==> src/rtl/sync_tx_pkg.sv <==
`timescale 1ns/1ps
package sync_tx_pkg;

  typedef enum logic [2:0] {
    ST_IDLE,
    ST_WAIT,
    ST_HI,
    ST_LO,
    ST_TAIL,
    ST_DRAIN
  } tx_state_t;

  // half of (per * 4 ns) expressed in clock cycles, rounded up, at least one
  function automatic int unsigned half_cycles(int unsigned per, int unsigned clk_ns);
    int unsigned c;
    c = (per * 2 + clk_ns - 1) / clk_ns;
    return (c == 0) ? 1 : c;
  endfunction

endpackage

==> src/rtl/sbt_ack_tracker.sv <==
`timescale 1ns/1ps
module sbt_ack_tracker #(
  parameter int LEN_W  = 16,
  parameter int SYNC_N = 2
) (
  input  logic             clk,
  input  logic             rst_n,
  input  logic             ack_in,
  input  logic             load,
  input  logic [LEN_W-1:0] load_val,
  output logic [LEN_W-1:0] count
);

  logic [SYNC_N:0] chain;
  logic            fell;

  assign fell = chain[SYNC_N] & ~chain[SYNC_N-1];

  always_ff @(posedge clk or negedge rst_n) begin
    if (!rst_n) begin
      chain <= '0;
      count <= '0;
    end else begin
      chain <= {chain[SYNC_N-1:0], ack_in};
      if (load)
        count <= load_val;
      else if (fell && count != '0)
        count <= count - 1'b1;
    end
  end

  // outside a load the count only falls, one step at a time
  assert_ack_monotone_R2: assert property (@(posedge clk) disable iff (!rst_n)
    !load |=> count <= $past(count))
    else $error("ack count rose without load");

  assert_ack_step_R2: assert property (@(posedge clk) disable iff (!rst_n)
    !load |=> ($past(count) - count) <= LEN_W'(1))
    else $error("ack count fell by more than one");

endmodule

==> src/rtl/sbt_phase_timer.sv <==
`timescale 1ns/1ps
module sbt_phase_timer #(
  parameter int HW = 10
) (
  input  logic          clk,
  input  logic          rst_n,
  input  logic          load,
  input  logic [HW-1:0] len,
  output logic          expired
);

  logic [HW-1:0] cnt;

  assign expired = (cnt == '0);

  always_ff @(posedge clk or negedge rst_n) begin
    if (!rst_n)
      cnt <= '0;
    else if (load)
      cnt <= len - 1'b1;
    else if (cnt != '0)
      cnt <= cnt - 1'b1;
  end

  // a running phase counts down by one each cycle
  assert_phase_count_R4: assert property (@(posedge clk) disable iff (!rst_n)
    (!load && cnt != '0) |=> cnt == $past(cnt) - 1'b1)
    else $error("phase counter skipped");

endmodule

==> src/rtl/sync_burst_tx.sv <==
`timescale 1ns/1ps
module sync_burst_tx
  import sync_tx_pkg::*;
#(
  parameter int LEN_W  = 16,
  parameter int PER_W  = 8,
  parameter int OFS_W  = 5,
  parameter int CLK_NS = 20
) (
  input  logic             clk,
  input  logic             rst_n,
  input  logic             start,
  input  logic [LEN_W-1:0] xfer_len,
  input  logic [PER_W-1:0] period,
  input  logic [OFS_W-1:0] offset,
  input  logic             s_valid,
  output logic             s_ready,
  input  logic [7:0]       s_data,
  input  logic             ack_in,
  input  logic             bus_rst,
  output logic [7:0]       bus_data,
  output logic             data_oe,
  output logic             req_out,
  output logic             busy,
  output logic             done,
  output logic             aborted,
  output logic [LEN_W-1:0] ack_left
);

  localparam int HW = PER_W + 2;
  localparam int CW = LEN_W + 1;

  tx_state_t        st;
  logic [LEN_W-1:0] to_send;
  logic [OFS_W-1:0] ofs_q;
  logic [HW-1:0]    hcyc_q;
  logic [HW-1:0]    h_new;
  logic [7:0]       data_q;
  logic             req_q, oe_q, done_q, abort_q;
  logic             tmr_exp, tmr_load, trk_load;
  logic [LEN_W-1:0] ack_cnt;
  logic             credit_ok, launch_slot, accept;

  always_comb h_new = HW'(half_cycles(32'(period), CLK_NS));

  // credit: owed acks must fit within bytes-after-this plus offset
  always_comb begin
    credit_ok   = ({1'b0, ack_cnt} <= (CW'(to_send) + CW'(ofs_q) - CW'(1)));
    launch_slot = (to_send != '0) &&
                  ((st == ST_WAIT) || (st == ST_LO && tmr_exp));
    s_ready     = launch_slot && credit_ok && !bus_rst;
    accept      = s_ready && s_valid;
    tmr_load    = accept ||
                  (st == ST_HI && tmr_exp) ||
                  (st == ST_LO && tmr_exp && to_send == '0);
    trk_load    = (st == ST_IDLE) && start && !bus_rst;
  end

  sbt_ack_tracker #(.LEN_W(LEN_W), .SYNC_N(2)) u_trk (
    .clk      (clk),
    .rst_n    (rst_n),
    .ack_in   (ack_in),
    .load     (trk_load),
    .load_val (xfer_len),
    .count    (ack_cnt)
  );

  sbt_phase_timer #(.HW(HW)) u_tmr (
    .clk     (clk),
    .rst_n   (rst_n),
    .load    (tmr_load),
    .len     (hcyc_q),
    .expired (tmr_exp)
  );

  always_ff @(posedge clk or negedge rst_n) begin
    if (!rst_n) begin
      st      <= ST_IDLE;
      to_send <= '0;
      ofs_q   <= OFS_W'(1);
      hcyc_q  <= HW'(1);
      data_q  <= '0;
      req_q   <= 1'b0;
      oe_q    <= 1'b0;
      done_q  <= 1'b0;
      abort_q <= 1'b0;
    end else begin
      done_q <= 1'b0;
      if (bus_rst && st != ST_IDLE) begin
        st      <= ST_IDLE;
        req_q   <= 1'b0;
        oe_q    <= 1'b0;
        data_q  <= '0;
        abort_q <= 1'b1;
      end else begin
        case (st)
          ST_IDLE: begin
            if (start && !bus_rst) begin
              to_send <= xfer_len;
              ofs_q   <= (offset == '0) ? OFS_W'(1) : offset;
              hcyc_q  <= h_new;
              abort_q <= 1'b0;
              st      <= (xfer_len == '0) ? ST_DRAIN : ST_WAIT;
            end
          end
          ST_WAIT: begin
            if (accept) begin
              data_q  <= s_data;
              req_q   <= 1'b1;
              oe_q    <= 1'b1;
              to_send <= to_send - 1'b1;
              st      <= ST_HI;
            end
          end
          ST_HI: begin
            if (tmr_exp) begin
              req_q <= 1'b0;
              st    <= ST_LO;
            end
          end
          ST_LO: begin
            if (accept) begin
              data_q  <= s_data;
              req_q   <= 1'b1;
              to_send <= to_send - 1'b1;
              st      <= ST_HI;
            end else if (tmr_exp) begin
              st <= (to_send == '0) ? ST_TAIL : ST_WAIT;
            end
          end
          ST_TAIL: begin
            if (tmr_exp) begin
              oe_q   <= 1'b0;
              data_q <= '0;
              st     <= ST_DRAIN;
            end
          end
          ST_DRAIN: begin
            if (ack_cnt == '0) begin
              done_q <= 1'b1;
              st     <= ST_IDLE;
            end
          end
          default: st <= ST_IDLE;
        endcase
      end
    end
  end

  assign bus_data = data_q;
  assign data_oe  = oe_q;
  assign req_out  = req_q;
  assign busy     = (st != ST_IDLE);
  assign done     = done_q;
  assign aborted  = abort_q;
  assign ack_left = ack_cnt;

  // request never asserted without the bus driven
  assert_oe_with_req_R1: assert property (@(posedge clk) disable iff (!rst_n)
    req_q |-> oe_q)
    else $error("request without bus drive");

  // data held while request is high
  assert_data_hold_R1: assert property (@(posedge clk) disable iff (!rst_n)
    req_q |=> (!req_q || $stable(data_q)))
    else $error("data moved under request");

  // a new request starts only within the credit window
  assert_credit_R3: assert property (@(posedge clk) disable iff (!rst_n)
    $rose(req_q) |-> ({1'b0, ack_cnt} <= CW'(to_send) + CW'(ofs_q)))
    else $error("byte sent beyond offset");

  // completion only with every ack returned
  assert_done_zero_R6: assert property (@(posedge clk) disable iff (!rst_n)
    done_q |-> (ack_cnt == '0 && !req_q && !oe_q))
    else $error("done with acks owed");

  // bus reset releases the lines and flags the abort
  assert_abort_release_R7: assert property (@(posedge clk) disable iff (!rst_n)
    (bus_rst && st != ST_IDLE) |=> (!req_q && !oe_q && abort_q && !done_q))
    else $error("abort did not release bus");

endmodule

==> config.mk <==
export PLATFORM = sky130hd
export DESIGN_NAME = sync_burst_tx
export DESIGN_NICKNAME = d
export VERILOG_FILES = /design/src/rtl/sync_tx_pkg.sv /design/src/rtl/sbt_ack_tracker.sv /design/src/rtl/sbt_phase_timer.sv /design/src/rtl/sync_burst_tx.sv
export SDC_FILE = /design/constraint.sdc
export NUM_CORES = 1
export LEC_CHECK = 0
export BUFFER_PORTS_ARGS = -buffer_cell sky130_fd_sc_hd__buf_2
export CAP_MARGIN = 0
export CORE_MARGIN = 2
export CORE_UTILIZATION = 60
export CTS_BUF_LIST = sky130_fd_sc_hd__clkbuf_4 sky130_fd_sc_hd__clkbuf_8 sky130_fd_sc_hd__clkbuf_16
export CTS_CLUSTER_DIAMETER = 80
export CTS_CLUSTER_SIZE = 24
export DETAILED_ROUTE_END_ITERATION = 8
export MAX_ROUTING_LAYER = met4
export PLACE_DENSITY = 0.82
export SETUP_SLACK_MARGIN = 0.1
export SYNTH_ARGS = -nofsm -noshare
export SYNTH_HDL_FRONTEND = slang
export SYNTH_SLANG_ARGS = --single-unit
==> constraint.sdc <==
create_clock -name clk -period 9.05 [get_ports clk]
set_input_delay 0.905 -clock clk [delete_from_list [all_inputs] [get_ports clk]]
set_output_delay 0.905 -clock clk [all_outputs]
set_load 0.05 [all_outputs]
# Word level (Yosys, flattened, before mapping)
# Cells that the tools add are included.
# word_totals
regBits	75
inputBits	43
output_inout_bits	30
word_cells	118
# op_classes
add_sub_neg	8
div_mod_pow	1
n_lt_le_gt_ge	1
eq_ne	14
muxes	36
bitwise_logic	3
n_reduce_logical	43
# op_table
cell	n
2-to-1 mux 16 bit	4
zero test 16 bit	3
divider 32 x 5 -> 32 bit, second input constant	1
zero test 32 bit	1
case mux 16 bit (2 select lines)	1
nonzero test 16 bit	2
subtractor 16 x 1 -> 16 bit, second input constant	2
2-to-1 mux 10 bit	3
2-to-1 mux 3 bit	10
2-to-1 mux 8 bit	3
subtractor 10 x 1 -> 10 bit, second input constant	2
case mux 3 bit (6 select lines)	1
adder 16 x 5 -> 17 bit	1
<= comparator 16 x 17 -> 1 bit	1
subtractor 17 x 1 -> 17 bit, second input constant	1
case mux 8 bit (2 select lines)	1
logical AND 1 bit	12
AND reduction 3 bit	4
nonzero test 3 bit	4
subtractor 10 x 1 -> 11 bit, second input constant	1
adder 9 x 5 -> 10 bit, second input constant	1
zero test 10 bit	1
2-to-1 mux 1 bit	10
nonzero test 10 bit	1
21 further kinds	35

# Logic depth before layout (Yosys ltp)
# Gate-level depths: netlist (run 1).
# logic_depth
ltp_word	10
mapped_depth	30
mapped_depth_nobuf	29

# Cells and area by module
# From an unflattened synthesis (run 1), not the netlist that was laid out.
# hier_totals
hier_cells	746
hier_area_um2	6334.8
# modules_own_cells
mod	instances	cells_per_inst	area_each_um2	seq_area_each_um2
sync_burst_tx	1	546	4463.0	1053.5
sbt_ack_tracker	1	124	1128.6	475.5
sbt_phase_timer	1	76	743.2	250.2

# Worst setup path before layout (run 1)
# OpenSTA, ideal clock, no wires.
# synth_path
path_kind	register to output
from	reg to_send[1]
to	out s_ready
t_arrival_ps	5491
required_time_ps	8145
slack_ps	2654
path_stages_with_launch	22
path_buffers	0
path_cell_list	dfrtp_1 > inv_1 > ha_1 > inv_1 > ha_1 > fa_1 > a21oi_1 > o21bai_1 > a21oi_1 > o21ai_0 > a21oi_1 > o21ai_0 > a2111oi_0 > o31ai_1 > a21oi_1 > xnor2_1 > ha_1 > a2111oi_0 > o211ai_1 > o21ai_0 > or3b_1 > nor4b_1
# synth_between
elab_chain_cells	5
word_cells_on_any_way	7
classes_between	2 x add/sub; 1 x order compare; 4 x reduce/logical
# synth_lines
item	line_no	source
from (decl)	sync_burst_tx.sv:34	logic [LEN_W-1:0] to_send;
from (signal assigned)	sync_burst_tx.sv:99	to_send <= xfer_len;
from (signal assigned)	sync_burst_tx.sv:111	to_send <= to_send - 1'b1;
from (signal assigned)	sync_burst_tx.sv:125	to_send <= to_send - 1'b1;
adder 16 x 5 -> 17 bit	sync_burst_tx.sv:48	credit_ok = ({1'b0, ack_cnt} <= (CW'(to_send) + CW'(ofs_q) - CW'(1)));
subtractor 17 x 1 -> 17 bit	sync_burst_tx.sv:48	
<= comparator 16 x 17 -> 1 bit	sync_burst_tx.sv:48	
logical AND 1 bit (*) (2 in a row)	sync_burst_tx.sv:51	s_ready = launch_slot && credit_ok && !bus_rst;
to (decl)	sync_burst_tx.sv:17	output logic s_ready,
# Every way passes the cells marked *; elsewhere a longest branch is shown, timed or not.

# Final worst setup path (run 1)
# Same ends and word-level chain as after synthesis.

==> metrics.md, run 1 <==
| Metric | Value |
|---|---|
| Clock Tree Buf Depth | `2` |
| EDFF count, synth | `0` |
| Top_reg_cell synth | `dfrtp_1` |
| DP Area | `6370 um^2` |
| DRC | `0` |
| Largest net degree at the start of global routing | `72` |
| Hold Vio Cnt, Final | `0` |
| Grt met3 use | `0.0517` |
| Die W | `103 um` |
| RSZ-0062 raised after global routing | `no` |
| Crit path launch type | `flop` |
| CP max stage cell | `a2111oi_0` |
| Setup ws final | `2530 ps` |
| DR vias | `5822` |
| Final ANT Viol Nets | `0` |
| Synthesis Warnings | `0` |
| Post-CTS Resized | `0` |
| Fin crit period | `6520 ps` |
| Crit share post-route | `0.720` |
| Pre-CTS setup slack | `2690 ps` |
| Status | `finished, final reports clean` |
| Cells after synthesis | `754` |
| CP Max Fanout | `4` |
| Worst EP required | `8150 ps` |
| Ant diodes | `0` |
| Drt first-iter violations | `312` |
| IO Count | `73` |
| RD Place Congestion | `0.948` |
| Core footprint | `9680 um^2` |
| Final TNS setup | `0 ps` |
| Clock sink count | `71` |
| Most used cell, CP | `a21oi_1` |
| Number of synthesized register bits | `71` |
| H-tree depth | `3` |
| Crit end category | `output port` |
| Hold_ws | `367 ps` |
| Site Rows | `36` |
| CTS tree | `done` |
| Critical-path cell list | `inv_1 -> ha_1 -> inv_1 -> ha_1 -> fa_1 -> a21oi_1 -> o21bai_1 -> a21oi_1 -> o21ai_0 -> a21oi_1 -> o21ai_0 -> a2111oi_0 -> o31ai_1 -> a21oi_1 -> xnor2_1 -> ha_1 -> a2111oi_0 -> o211ai_1 -> o21ai_0 -> or3b_1 -> nor4b_1 -> buf_2` |
| PwrDens | `421 nW/um^2` |
| GRT Overall Usage | `0.306` |
| Initial antenna violation count | `0` |
| Post-layout net count | `904` |
| Post-synthesis net count | `849` |
| Final Max Slew Viols | `0` |
| CTS clk-pin slew, worst paths | `80 ps` |
| Async SR Flop Fraction | `1.00` |
| Hold_buf cts | `0` |
| Share of cells above drive strength 1 | `0.133` |
| DR pass1 iterations | `5` |
| Post-DP HPWL | `11600 um` |
| WL final | `15500 um` |
| Syn Std Cell Area | `5940 um^2` |
| Clock skew | `8.59 ps` |
| Max IR drop VDD | `0.000179 V` |
| Leak pwr | `3.03 nW` |
| Most common cell after layout, fill and taps aside | `nand2_1` |
| Worst-Margin Slew | `1210 ps` |
| Post-synthesis cell type count | `68` |
| Final Setup Violations | `0` |
| Setup CP Type | `reg2out` |
| Worst min-delay path class | `reg2reg` |
| Cells after DPL | `931` |
| F_max | `153 MHz` |
| Clk Latency, worst-skew pair | `370 ps` |
| Initial Util | `0.613` |
| Die Span Y | `103 um` |
| Total CTS buffers | `9` |
| Area delta synth->final | `10.1%` |
| Mean Syn Cell Area | `7.88 um^2` |
| Met1 global-route usage | `0.359` |
| Vias in the first global route | `5396` |
| Post-CTS setup buffer count | `0` |
| Max-cap viol count | `0` |
| Wire per inst | `16.3 um` |
| Most frequent cells in the layout | `nand2_1, buf_2, nor2_1, dfrtp_1` |
| DIE AREA | `10700 um^2` |
| I/O Buffers | `72` |
| WP data arrival | `5610 ps` |
| Post-Layout Inst Area | `6540 um^2` |
| GR Overflow Total | `0` |
| First-pass GRT wire length | `25000 um` |
| Vias per cell | `6.15` |
| Grt peak-use layer | `met2` |
| GR Util met2 | `0.515` |
| Register area share after synthesis | `0.300` |
| Root Buffer Master | `clkbuf_8` |
| Max_slew headroom | `0.191` |
| Final Non-Filler Cells | `947` |
| Crit path largest cell delay | `520 ps` |
power by group:
group / switching, mW / internal, mW
logic: 1.18 / 0.726
clock network: 0.127 / 0.101
registers: 0.154 / 0.463
total: 1.46 / 1.29
layout make-up:
type | instances | area, um^2
Timing Repair Buffer | 75 | 383
Inverter | 59 | 221
Sequential cell | 71 | 1780
Fill cell | 783 | 3150
Clock inverter | 6 | 37.5
Clock buffer | 10 | 131
Multi-Input combinational cell | 593 | 3820
Tap cell | 133 | 166
metrics by stage:
stage | power (mW) | utilization
floorplan | 2.05 | -
global placement | 2.40 | 0.658
detailed placement | 2.47 | 0.658
CTS | 2.73 | 0.675
global route | 3.01 | 0.675
finish | 2.75 | 0.675
final timing paths:
kind / startpoint / slack (ps) / cells after the start / to
setup / recovery: to_send[1] / 2530 / 22 / s_ready
setup reg to reg: to_send[1] / 2620 / 29 / u_tmr.cnt[8]
hold reg to reg: u_trk.chain[0] / 370 / 0 / u_trk.chain[1]
hold / removal: u_trk.chain[0] / 370 / 0 / u_trk.chain[1]
min in group asynchronous: rst_n / 740 / 2 / ofs_q[3]
max in group asynchronous: rst_n / 7720 / 2 / st[0]
per-layer routing:
layer	vias up	wire length, um
li1	2799	-
met2	197	7690
met1	2777	6480
met5	-	0
met4	0	572
met3	49	728
state kept, by name (all words and copies together), names as in the netlist:
name,count
data_oe,1
done,1
u_trk.chain,3
bus_data,8
u_trk.count,16
aborted,1
to_send,16
hcyc_q,6
req_out,1
st,3
ofs_q,5
u_tmr.cnt,10
cell usage after synthesis, types with 3 or more instances:
library cell,number,area (um^2)
nand2_1,76,285
nor2_1,70,263
dfrtp_1,69,1730
a21oi_1,59,295
inv_1,58,218
o21ai_0,57,285
ha_1,51,638
nor3_1,32,160
xnor2_1,27,236
clkbuf_1,22,82.6
o21ai_1,22,110
nand3_1,16,80.1
mux2i_1,15,150
xor2_1,14,123
and3_1,12,75.1
or3_1,12,75.1
nand2b_1,10,62.6
nor4_1,9,56.3
a21o_1,8,60.1
a31oi_1,8,50.1
buf_2,7,35.0
a22oi_1,5,37.5
o211ai_1,5,37.5
o21a_1,5,37.5
or4_1,5,37.5
a32oi_1,4,35.0
and2_1,4,25.0
nand4_1,4,25.0
nor2b_1,4,25.0
o21bai_1,4,30.0
a2111oi_0,3,26.3
a2bb2oi_1,3,26.3
and4_1,3,26.3
o221ai_1,3,26.3
o31ai_1,3,22.5
kinds of logic (layout without fill, tap and decap cells):
family / count (synthesis) / after routing / synth area share
AND/OR/NAND/NOR: 268 / 268 / 0.218
multiplexers: 17 / 17 / 0.0291
adder cells (fa/ha/maj): 52 / 52 / 0.111
AO/OA/AOI/OAI: 215 / 215 / 0.224
XOR/XNOR: 41 / 41 / 0.0605
buffers and inverters: 90 / 150 / 0.0584
flip-flops: 71 / 71 / 0.300
critical path, delay by kind of cell (launching register included):
kind	cells	cell delay, ps
AO/OA/AOI/OAI	12	2650
adder cells (fa/ha/maj)	4	1100
AND/OR/NAND/NOR	2	590
buffers and inverters	3	450
flip-flops	1	360
XOR/XNOR	1	90
No activity file was read; power rests on OpenSTA's default activity.
==> inputs of run 2 (changes only) <==
ABC_AREA = 1   (was default)
clock period = 6.18 ns   (was 9.05 ns; I/O delays follow)
==> run 2 against run 1 <==
- wire length shrank 5.5%
- largest power group unchanged
- non-clock buffer count is 1 lower
- critical endpoint is now u_tmr.cnt[2]
- sequential share of layout area is essentially flat
- cell area about the same
- first-iteration DRC count down 27%
- synthesized cell count up 5.2%
- via count fell by 4.8%
- clock power is 61% higher
==> metrics.md, run 2 <==
| Metric | Value |
|---|---|
| Status | `finished, final reports clean` |
| Crit-path leading delay family | `simple AND/OR/NAND/NOR gates` |
| Syn Std Cell Area | `5890 um^2 (-0.84%)` |
| Internal | `1.84 mW (+43%)` |
| Register area share after synthesis | `0.302 (+0.00255)` |
| Die W | `103 um (-0.41%)` |
| Power Total | `4.15 mW (+51%)` |
| I/O Buffers | `72 (unchanged)` |
| Post-synth top cells | `nand2_1, inv_1, nor2_1` |
| Switching part of the total | `0.557 (+0.0264)` |
| Area leader, netlist | `dfrtp_1` |
| Vias per cell | `5.52 (-10%)` |
| Power share of the clock group | `0.088 (+0.005)` |
| Post-layout net count | `960 (+6.2%)` |
| RD Place Congestion | `0.951 (+0.26%)` |
| GR Overflow Total | `0 (unchanged)` |
| Crit share post-route | `0.829` |
| Net Switching | `2.31 mW (+59%)` |
| Synth area leaders | `dfrtp_1, ha_1, nand2_1, inv_1, nor2_1` |
| GRT Overall Usage | `0.295 (-0.0113)` |
| Ant diodes | `0 (unchanged)` |
| Die Span Y | `103 um (-0.41%)` |
| DR pass1 iterations | `5 (unchanged)` |
| Largest net degree at the start of global routing | `72 (unchanged)` |
| Clock sink count | `71 (unchanged)` |
| Post-DP HPWL | `11300 um (-2.6%)` |
| Worst reg2reg path endpoint | `u_tmr.cnt[2]` |
| Cells after DPL | `987 (+6.0%)` |
| Max_slew headroom | `0.352 (+0.162)` |
| Async SR Flop Fraction | `1.00 (unchanged)` |
| Cells after synthesis | `793 (+5.2%)` |
| CTS clk-pin slew, worst paths | `100 ps (+20 ps)` |
| F_max | `195 MHz` |
| IO Count | `73 (unchanged)` |
| Worst-Margin Slew | `969 ps (-245 ps)` |
| Final Max Slew Viols | `0 (unchanged)` |
| DIE AREA | `10600 um^2 (-0.81%)` |
| Synth top area share | `0.293 (+0.00247)` |
| Hold EP | `u_trk.chain[0]` |
| Post-synthesis net count | `888 (+4.6%)` |
| Reg2reg start | `to_send[3]` |
| Reg power frac | `0.212 (-0.013)` |
| Reg2reg path depth | `27 (-6.9%)` |
| Logic pwr share | `0.699 (+0.006)` |
| Hold path cells | `1 (+1)` |
| Vias in the first global route | `5342 (-1.0%)` |
| Initial antenna violation count | `0 (unchanged)` |
| Hold_ws | `361 ps (-6.55 ps)` |
| H-tree depth | `3 (unchanged)` |
| Synthesis Warnings | `0 (unchanged)` |
| Post-CTS setup buffer count | `0 (unchanged)` |
| CTS tree | `done` |
| Max IR drop VDD | `0.000319 V (+78%)` |
| Top_reg_cell synth | `dfrtp_1` |
| Root Buffer Master | `clkbuf_8` |
| WP data arrival | `5420 ps (-190 ps)` |
| Post-CTS Resized | `0 (unchanged)` |
| WL final | `14600 um (-5.5%)` |
| Initial Util | `0.611 (-0.00233)` |
| Clk Latency, worst-skew pair | `370 ps (about the same)` |
| Most common cell after layout, fill and taps aside | `nand2_1` |
| Final ANT Viol Nets | `0 (unchanged)` |
| Most numerous cell in the Yosys netlist | `nand2_1` |
| Max-cap viol count | `0 (unchanged)` |
| Post-synthesis cell type count | `58 (-15%)` |
| Share of cells above drive strength 1 | `0.175 (+0.0420)` |
| Setup ws final | `1060 ps (-1480 ps)` |
| Filler cells | `842 (+7.5%)` |
| Most frequent cells in the layout | `nand2_1, inv_1, nor2_1` |
| CP max stage cell | `dfrtp_1` |
| Core footprint | `9640 um^2 (-0.47%)` |
| Final Setup Violations | `0 (unchanged)` |
| RSZ-0062 raised after global routing | `no` |
| DR vias | `5540 (-4.8%)` |
| Number of synthesized register bits | `71 (unchanged)` |
| Wire per inst | `14.6 um (-11%)` |
| Clock skew | `16.6 ps (+7.97 ps)` |
| Crit path buffers/inverters | `3 (unchanged)` |
| Hold Vio Cnt, Final | `0 (unchanged)` |
| R2r setup slk | `1060 ps (-1560 ps)` |
| Crit path launch type | `flop` |
| Hold_buf cts | `0 (unchanged)` |
| CP Max Fanout | `13 (+9)` |
| Pre-CTS setup slack | `1190 ps (-1500 ps)` |
| First-pass GRT wire length | `23900 um (-4.7%)` |
| DRC | `0 (unchanged)` |
| PwrDens | `635 nW/um^2 (+51%)` |
| Worst min-delay path class | `in2reg` |
| Final TNS setup | `0 ps (unchanged)` |
| Area delta synth->final | `11.1%` |
| Total CTS buffers | `9 (unchanged)` |
| Mean Syn Cell Area | `7.43 um^2 (-5.7%)` |
| Final Non-Filler Cells | `1003 (+5.9%)` |
| Leak pwr | `3.39 nW (+12%)` |
| Site Rows | `36 (unchanged)` |
| Clock Tree Buf Depth | `2 (unchanged)` |
| Setup CP Type | `reg2reg` |
| Drt first-iter violations | `227 (-27%)` |
| Hold path start | `ack_in` |
| Worst EP required | `6480 ps (-1670 ps)` |
| Top flop regs | `to_send x16, u_trk.count x16, u_tmr.cnt x10` |
| Fin crit period | `5120 ps` |
| Crit end category | `flop` |
| Crit path largest cell delay | `430 ps (-90 ps)` |
| EDFF count, synth | `0 (unchanged)` |
run 2: cell count changes after synthesis, moves of 14 or more:
cell     change
nor3_1      -23
xnor2_1     -23
nand2_2     +14
inv_1       +74
nand3_1     +23
mux2i_1     -14
nand2_1     +69
a21oi_1     -21
o21ai_1     -19
run 2: metal layers:
layer,GRT usage,share of wire
met1,0.357,0.43
met4,0.119,0.031
met3,0.0508,0.052
met2,0.488,0.49
met5,-,0
run 2: kinds of logic after synthesis:
logic type	share of synthesized area
and+or+nand+nor	0.281
buffers and inverters	0.101
AOI/OAI and AO/OA	0.158
DFF	0.302
adders and majority gates	0.112
xor gates and xnor gates	0.0446
muxes	0.00170
run 2: metrics by stage:
step / util / area (um^2)
after detailed placement: 0.659 / 6350
after CTS: 0.679 / 6540
after floorplan: - / 5890
final: 0.679 / 6540
after global placement: 0.659 / 6350
after global routing: 0.679 / 6540
run 2: area by class of cell:
type / count / area (um^2) / area share
Tap cell: 133 / 166 / 0.0254
Clock inverter: 7 / 62.6 / 0.00956
Clock buffer: 9 / 124 / 0.0189
Sequential cell: 71 / 1780 / 0.272
Multi-Input combinational cell: 571 / 3520 / 0.537
Inverter: 138 / 518 / 0.0792
Timing Repair Buffer: 74 / 375 / 0.0574
run 2: worst max-delay path by stage:
stage          startpoint      endpoint  cells past startpoint
6_report       to_send[3]  u_tmr.cnt[2]                     27
5_1_grt        to_send[1]   bus_data[4]                     27
4_1_cts        to_send[3]  u_tmr.cnt[2]                     27
3_5_place_dp   to_send[3]  u_tmr.cnt[2]                     27
3_3_place_gp   to_send[1]  u_tmr.cnt[2]                     29
2_1_floorplan  to_send[1]  u_tmr.cnt[2]                     29
run 2: power groups by stage:
stage	combinational [mW]	sequential, mW	clock, mW
after floorplan	1.97	1.12	0
after global placement	2.71	0.871	0
after detailed placement	2.85	0.884	0
after CTS	2.88	0.875	0.373
after global routing	3.25	0.907	0.396
final	2.91	0.881	0.368
==> inputs of run 3 (changes only) <==
clock period = 4.8 ns   (was 6.18 ns; I/O delays follow)
==> run 3 against run 2 <==
- cell count rose by 1.9%
- hold slack got worse by 150 ps
- clock skew fell by 10 ps
- first-iteration DRC count rose by 48%
- cell area rose by 5.4%
- wire length rose by 2.4%
- critical path type unchanged
==> metrics.md, run 3 (synthesis gave the netlist of run 2 again) <==
| Metric | Value |
|---|---|
| Status | `finished, final reports clean` |
| Setup ws final | `276 ps (-782 ps)` |
| WL met3 | `972 um (+27%)` |
| Post-layout net count | `979 (+2.0%)` |
| Most common cell after layout, fill and taps aside | `nand2_1` |
| Routed met2 length | `7320 um (+3.2%)` |
| Crit path largest cell delay | `370 ps (-60 ps)` |
| Clk Latency, worst-skew pair | `370 ps (about the same)` |
| Root Buffer Master | `clkbuf_8` |
| Max-cap viol count | `0 (unchanged)` |
| Final ANT Viol Nets | `0 (unchanged)` |
| Top flop regs | `to_send x16, u_trk.count x16, u_tmr.cnt x10` |
| CTS tree | `done` |
| Crit path launch type | `flop` |
| Fin crit period | `4520 ps (-598 ps)` |
| Filler cells | `778 (-7.6%)` |
| DR vias | `5691 (+2.7%)` |
| WP data arrival | `4780 ps (-640 ps)` |
| Crit. Startpoint | `to_send[1]` |
| DRC | `0 (unchanged)` |
| Total CTS buffers | `9 (unchanged)` |
| Worst EP required | `5050 ps (-1430 ps)` |
| F_max | `221 MHz (+13%)` |
| Site Rows | `36 (unchanged)` |
| Vias in the first global route | `5235 (-2.0%)` |
| Routed met1 length | `6260 um (-0.60%)` |
| First-pass GRT wire length | `23600 um (-0.96%)` |
| Clock sink count | `71 (unchanged)` |
| Clock skew | `6.24 ps (-10.3 ps)` |
| Wire per inst | `14.6 um (+0.51%)` |
| H-tree depth | `3 (unchanged)` |
| Final Max Slew Viols | `0 (unchanged)` |
| DP Area | `6400 um^2 (+0.71%)` |
| Final core occ | `0.715 (+0.0365)` |
| Initial antenna violation count | `0 (unchanged)` |
| IO Count | `73 (unchanged)` |
| DR pass1 iterations | `5 (unchanged)` |
| CP Max Fanout | `8 (-5)` |
| Final Setup Violations | `0 (unchanged)` |
| Post-DP HPWL | `11100 um (-2.4%)` |
| Vias per cell | `5.57 (+0.82%)` |
| Share of cells above drive strength 1 | `0.219 (+0.0446)` |
| Hold Vio Cnt, Final | `0 (unchanged)` |
| R2r setup slk | `280 ps (-780 ps)` |
| GR Overflow Total | `0 (unchanged)` |
| Core footprint | `9640 um^2 (unchanged)` |
| I/O Buffers | `72 (unchanged)` |
| Die Span Y | `103 um (unchanged)` |
| Setup CP Type | `reg2reg` |
| Max_slew headroom | `0.396 (+0.0433)` |
| Initial Util | `0.611 (unchanged)` |
| Most frequent cells in the layout | `nand2_1, inv_1, nor2_1` |
| Ant diodes | `0 (unchanged)` |
| Reg2reg start | `to_send[1]` |
| Crit end category | `flop` |
| Cells after DPL | `993 (+0.61%)` |
| Max Used Layer | `met4` |
| Hold path start | `ack_in` |
| Clock Tree Buf Depth | `2 (unchanged)` |
| CP max stage cell | `dfrtp_1` |
| Largest net degree at the start of global routing | `72 (unchanged)` |
| Worst-Margin Slew | `907 ps (-62.7 ps)` |
| RSZ-0062 raised after global routing | `yes` |
| Drt first-iter violations | `336 (+48%)` |
| Area delta synth->final | `17.0%` |
| Post-Layout Inst Area | `6890 um^2 (+5.4%)` |
| Pre-CTS setup slack | `38.4 ps (-1150 ps)` |
| RD Place Congestion | `0.923 (-3.0%)` |
| Crit share post-route | `0.942 (+0.114)` |
| WL final | `15000 um (+2.4%)` |
| CTS clk-pin slew, worst paths | `80 ps (-20 ps)` |
| DIE AREA | `10600 um^2 (unchanged)` |
| GRT Overall Usage | `0.293 (-0.00230)` |
| Worst min-delay path class | `in2reg` |
| Die W | `103 um (unchanged)` |
| Final Non-Filler Cells | `1022 (+1.9%)` |
-- run 3: cell types whose count changed in the layout (fill, tap and decap cells not counted), moves of 5 or more --
cell and change:
inv_1 -8, ha_4 +5, inv_2 +8, ha_1 -5, buf_4 +17
-- run 3: final timing paths --
check / endpoint / depth (start not counted)
max in group asynchronous: hcyc_q[1] / 2
hold / removal: u_trk.chain[0] / 1
setup reg to reg: u_tmr.cnt[6] / 31
setup / recovery: u_tmr.cnt[6] / 31
hold reg to reg: u_trk.chain[1] / 0
min in group asynchronous: to_send[2] / 2
-- run 3: metal layers --
| metal | GRT usage | vias up |
|---|---|---|
| li1 | - | 2792 |
| met1 | 0.350 | 2660 |
| met2 | 0.480 | 191 |
| met3 | 0.0617 | 48 |
| met4 | 0.120 | 0 |
| met5 | - | - |
-- run 3: final cells by class --
type,instances,area (um^2),area share
Clock buffer,12,159,0.0231
Clock inverter,4,77.6,0.0113
Inverter,138,518,0.0751
Multi-Input combinational cell,571,3660,0.531
Sequential cell,71,1780,0.258
Tap cell,133,166,0.0241
Timing Repair Buffer,93,532,0.0771
-- run 3: critical path, delay by kind of cell (launching register included) --
kind / cells / cell delay, ps
and+or+nand+nor: 12 / 1080
AOI/OAI and AO/OA: 9 / 1240
DFF: 1 / 370
buffers and inverters: 3 / 210
adders and majority gates: 5 / 1150
xor gates and xnor gates: 2 / 360
-- run 3: stage by stage --
step	hold WS, ps	TNS (ps)
6_report	215	0
5_1_grt	201	-287
4_1_cts	202	0
3_5_place_dp	341	0
3_3_place_gp	342	0
2_1_floorplan	184	0
-- run 3: timing repair --
action	CTS	global route
pin swaps	0	15
buffers inserted	0	13
resized for setup	8	31
setup endpoints to repair	6	37
endpoints found under the hold margin	0	0
hold buffers	0	0
cloned	0	0
Power of run 3 is left out: the tool's default activity adds up to more than one toggle a clock period on the data nets, which glitch-free logic cannot reach.
